`src/rtl/fcmp_pkg.sv`:
```
package fcmp_pkg;

    localparam int STAT_W     = 64;
    localparam int OP_W       = 64;
    localparam int MAG_W      = OP_W - 1;
    localparam int FCC_BASE   = 10;
    localparam int FCC_STRIDE = 2;
    localparam int FCC_FAR    = 22;   // distance of field 1 from field 0
    localparam int NUM_FCC    = 4;
    localparam int SEL_W      = $clog2(NUM_FCC);
    localparam int INV_CUR    = 4;
    localparam int INV_ACC    = 9;
    localparam int INV_TEN    = 27;
    localparam int TT_LSB     = 14;
    localparam int TT_W       = 3;
    localparam logic [TT_W-1:0] TT_IEEE = 3'd1;

    typedef enum logic [1:0] {
        REL_EQ = 2'd0,
        REL_LT = 2'd1,
        REL_GT = 2'd2,
        REL_UN = 2'd3
    } rel_e;

    typedef struct packed {
        logic             sign;
        logic             nan;
        logic [MAG_W-1:0] mag;
    } fop_t;

    function automatic int fcc_lsb(input int idx);
        return (idx == 0) ? FCC_BASE
                          : FCC_BASE + FCC_FAR + FCC_STRIDE * (idx - 1);
    endfunction

endpackage

```
`src/rtl/fcmp_unpack.sv`:
```
module fcmp_unpack
    import fcmp_pkg::*;
(
    input  logic [OP_W-1:0] op,
    input  logic            is_double,
    output fop_t            fo
);
    localparam int SE_W = 8;
    localparam int SF_W = 23;
    localparam int DE_W = 11;
    localparam int DF_W = 52;
    localparam int S_W  = 1 + SE_W + SF_W;

    always_comb begin
        if (is_double) begin
            fo.sign = op[OP_W-1];
            fo.mag  = op[MAG_W-1:0];
            fo.nan  = (&op[DF_W +: DE_W]) && (|op[DF_W-1:0]);
        end else begin
            fo.sign = op[S_W-1];
            fo.mag  = {{(MAG_W-S_W+1){1'b0}}, op[S_W-2:0]};
            fo.nan  = (&op[SF_W +: SE_W]) && (|op[SF_W-1:0]);
        end
    end
endmodule

```
`src/rtl/fcmp_relate.sv`:
```
module fcmp_relate
    import fcmp_pkg::*;
(
    input  fop_t a,
    input  fop_t b,
    output rel_e rel
);
    logic both_zero;
    logic mag_lt;

    assign both_zero = (a.mag == '0) && (b.mag == '0);
    assign mag_lt    = a.mag < b.mag;

    always_comb begin
        if (a.nan || b.nan)
            rel = REL_UN;
        else if (both_zero)
            rel = REL_EQ;
        else if (a.sign != b.sign)
            rel = a.sign ? REL_LT : REL_GT;
        else if (a.mag == b.mag)
            rel = REL_EQ;
        else
            rel = (mag_lt ^ a.sign) ? REL_LT : REL_GT;
    end
endmodule

```
`src/rtl/fcmp_stat_merge.sv`:
```
module fcmp_stat_merge
    import fcmp_pkg::*;
(
    input  logic [STAT_W-1:0] stat_in,
    input  rel_e              rel,
    input  logic [SEL_W-1:0]  fcc_sel,
    input  logic              signaling,
    output logic [STAT_W-1:0] stat_nxt,
    output logic              trap
);
    logic [STAT_W-1:0] with_fcc;
    logic              unord;

    assign unord = (rel == REL_UN);
    assign trap  = unord && (signaling || stat_in[INV_TEN]);

    // Insert the relation code into the one field the index selects.
    always_comb begin
        with_fcc = stat_in;
        for (int i = 0; i < NUM_FCC; i++) begin
            if (fcc_sel == SEL_W'(i))
                with_fcc[fcc_lsb(i) +: 2] = rel;
        end
    end

    always_comb begin
        stat_nxt = with_fcc;
        if (trap) begin
            stat_nxt[INV_CUR]           = 1'b1;
            stat_nxt[TT_LSB +: TT_W]    = TT_IEEE;
        end else if (unord) begin
            stat_nxt[INV_ACC]           = 1'b1;
        end
    end
endmodule

```
`src/rtl/fcmp_ccw.sv`:
```
module fcmp_ccw
    import fcmp_pkg::*;
(
    input  logic              clk,
    input  logic              rst,
    input  logic              start,
    input  logic              is_double,
    input  logic              signaling,
    input  logic [1:0]        fcc_sel,
    input  logic [63:0]       op_a,
    input  logic [63:0]       op_b,
    input  logic [63:0]       stat_in,
    output logic [63:0]       stat_out,
    output logic              done,
    output logic              trap_req
);
    logic [OP_W-1:0] ops [2];
    fop_t            fops [2];
    rel_e            rel;
    logic [STAT_W-1:0] stat_nxt;
    logic            trap;

    assign ops[0] = op_a;
    assign ops[1] = op_b;

    for (genvar g = 0; g < 2; g++) begin : g_unpack
        fcmp_unpack u_unpack (
            .op        (ops[g]),
            .is_double (is_double),
            .fo        (fops[g])
        );
    end

    fcmp_relate u_relate (
        .a   (fops[0]),
        .b   (fops[1]),
        .rel (rel)
    );

    fcmp_stat_merge u_merge (
        .stat_in   (stat_in),
        .rel       (rel),
        .fcc_sel   (fcc_sel),
        .signaling (signaling),
        .stat_nxt  (stat_nxt),
        .trap      (trap)
    );

    always_ff @(posedge clk) begin
        if (rst) begin
            stat_out <= '0;
            done     <= 1'b0;
            trap_req <= 1'b0;
        end else begin
            done     <= start;
            trap_req <= start && trap;
            if (start)
                stat_out <= stat_nxt;
        end
    end
endmodule

```
`config.mk`:
```
export PLATFORM = sky130hd
export DESIGN_NAME = fcmp_ccw
export DESIGN_NICKNAME = d
export VERILOG_FILES = /design/src/rtl/fcmp_pkg.sv /design/src/rtl/fcmp_unpack.sv /design/src/rtl/fcmp_relate.sv /design/src/rtl/fcmp_stat_merge.sv /design/src/rtl/fcmp_ccw.sv
export SDC_FILE = /design/constraint.sdc
export NUM_CORES = 1
export LEC_CHECK = 0
export ABC_AREA = 1
export BUFFER_PORTS_ARGS = -buffer_cell sky130_fd_sc_hd__buf_2
export CORE_ASPECT_RATIO = 1.2
export CORE_MARGIN = 2
export CORE_UTILIZATION = 47
export DETAILED_ROUTE_END_ITERATION = 8
export PLACE_DENSITY = 0.9
export SLEW_MARGIN = 10
export SYNTH_ARGS = -nofsm -noshare
export SYNTH_HDL_FRONTEND = slang
export SYNTH_SLANG_ARGS = --single-unit
```
`constraint.sdc`:
```
create_clock -name clk -period 3.3 [get_ports clk]
set_input_delay 0.495 -clock clk [delete_from_list [all_inputs] [get_ports clk]]
set_output_delay 0.495 -clock clk [all_outputs]
set_load 0.02 [all_outputs]
```
==> reports/qor.yml <==
antenna_found_initial: 1
dieArea_um2: 12000
cp-startpoint: "is_double"
track_usage_pct: 27.2
slew_violations: 0
drcViolationCount: 0
ant_nets: 0
cts_tree: "yes"
timing.final.crit_share_pct: 77.0
min-delay-start: "stat_in[17]"
worstPathArrival_ns: 2.74
synthDistinctLibCells: 27
drt_wl_total_mm: 16.9
crit_required_ns: 3.50
design.core.area_um2: 10900
synthFlopType: "dfxtp_1"
io_buffers: 264
whs_endpoint: "stat_out[17]"
cp_max_fo: 68
grt_max_degree: 69
dr.pass1.iters: 6
dp_cells: 1222
r2r-end: "stat_out[14]"
synth_edf_count: 0
grt_overflow: 0
die_h_um: 119
post_cts_resized: 0
start_util_pct: 47.7
grt_pass1_wl_mm: 26.8
wl_per_cell_um: 13.6
synthCells: 849
finalHoldViolations: 0
peakVddDrop_v: 0.000277
slew_headroom_pct: 66.7
skew_ns: 0
root_buffer: "clkbuf_16"
synth_most_common_cell: "nand2_1"
drt_iter0_drc: 391
r2r-start: "stat_out[14]"
clkSinkCount: 66
die_width_um: 100
clock_latency_ns: 0.32
via_per_inst: 5.22
grt_pass1_vias: 6019
ys_top_cells_by_count: "nand2_1, nor2_1, inv_1, dfxtp_1, ha_1"
route.vias.total: 6463
synth_area_leader_cell: "dfxtp_1"
instances_no_fill: 1239
dp_slack_ns: 0.474
status: "complete, no violations"
rsz0062_at_grt: "no"
drv_cap: 0
endpoint_kind: "flip-flop"
p_per_area_nw_per_um2: 378
start_kind: "input port"
setup_viol: 0
synth.yosys.seq_area_share_pct: 25.3
clkSlewWorstSetupHoldPaths_ns: 0.06
yosysTopAreaCellShare_pct: 25.3
ioPinCount: 265
h-tree-depth: 3
cts_buffers: 9
syn_to_final_growth_pct: 33.1
crit_family: "simple AND/OR/NAND/NOR gates"
postCtsSetupBuffers: 0
postSynthAreaPerCell_um2: 6.14
nets: 1363
cp_slowest_cell: "ha_1"
finalWorstSetupSlack_ns: 0.760
cpPeakStageDelay_ns: 0.31
rows: 42
fillers: 999
crit_chain: "buf_2 > buf_12 > nand2_1 > ha_1 > inv_1 > nor3_1 > nand2_1 > nor2_1 > nand3_1 > nor2_1 > nand2_1 > nand2_1 > nand2_1 > nand3_1 > nand2_1 > nand2_2 > nand3_1 > nand2_1 > a21oi_1"
worst-r2r-setup-slack_ns: 2.61
clk_path_buf_depth: 2
syn_area_um2: 5210
cts_hold_buf: 0
synth_fp_nets: 1111
place_congestion: 0.910
totalNegativeSetupSlack_ns: 0
path_common_cell: "nand2_1"
drive_above_1_share_pct: 26.6
ys_ff_latch: 66
min_path_cells: 3
worst_slew_pin_slew_ns: 0.495
period_needed_ns: 2.54
hold_path.class: "input port to flip-flop"
critPathBufInv: 3
ys_async_sr_fraction_pct: 0
yosys_warnings: 0
dp_hpwl_mm: 13.9
placed_area_um2: 6610
fin_area_um2: 6940
p_leak_nw: 4.03
reg2reg_depth: 2
crit_type: "input port to flip-flop"
whs_ns: 0.389
synth.area.top_cells: "dfxtp_1, ha_1, nand2_1, nor2_1, inv_1"
fmax_mhz: 394
==> cell type report <==
type                       instances  area (um2)  area share [%]
tap                              132         165            2.38
antenna                            1        2.50          0.0361
clock inverter                     7         100            1.44
clock buffer                       9         225            3.25
timing repair buffer             269        1370            19.8
sequential                        66        1320            19.0
inverter                         110         413            5.95
multi-input combinational        645        3340            48.1
==> flip-flops by register name, indices dropped and copies added (netlist names) <==
register  count
done          1
trap_req      1
stat_out     64
==> metrics by stage <==
step                power (mW)  util (%)
finish                    2.62      63.5
global route              2.75      63.5
CTS                       2.62      63.5
detailed placement        1.60      60.5
global placement          1.59      60.5
floorplan                 1.32         -
==> cell families after synthesis <==
group                      count (synthesis)  share of synthesized area, %
and+or+nand+nor                          483                          39.1
DFF                                       66                          25.3
AOI/OAI and AO/OA                         98                          9.65
muxes                                      1                         0.192
adders and majority gates                 63                          15.1
buffers and inverters                    138                          10.6
==> worst max path at each step <==
| stage | to | slack, ns | cells after the start |
|---|---|---|---|
| floorplan | stat_out[10] | 0.78 | 21 |
| global placement | stat_out[10] | 0.55 | 19 |
| detailed placement | stat_out[10] | 0.47 | 19 |
| CTS | stat_out[10] | 0.80 | 19 |
| global route | stat_out[32] | 0.43 | 19 |
| finish | stat_out[10] | 0.76 | 19 |
==> worst reg2reg max path: stages, from the launching register on <==
cell and delay, ns:
dfxtp_1 0.35, o21ai_0 0.10, a21oi_1 0.16
==> layer usage <==
layer	wire length, um	part of all wire (%)	track usage [%]	up-vias
met5	0	0	0	-
met4	613	3.6	9.16	0
met3	1330	7.9	5.81	52
met2	8440	50	50.6	290
met1	6520	39	29.9	2862
li1	-	-	-	3259
==> placed cells by master (no fill, tap or decap), types with 20 or more instances in the layout <==
cell type  netlist  final
a21oi_1         35     35
buf_2            4    264
dfxtp_1         66     66
ha_1            63     63
inv_1          109    108
nand2_1        190    190
nand3_1         39     39
nand4_1         30     30
nor2_1         179    179
nor4_1          20     20
o21ai_0         57     57
==> report_power, final <==
group | total, mW | switching, mW | internal, mW | leakage (nW)
Clock | 1.02 | 0.356 | 0.667 | 0.160
Sequential | 0.877 | 0.0246 | 0.853 | 0.548
Combinational | 0.721 | 0.443 | 0.278 | 3.32
Total | 2.62 | 0.824 | 1.80 | 4.03
(Power assumes the default switching activity.)
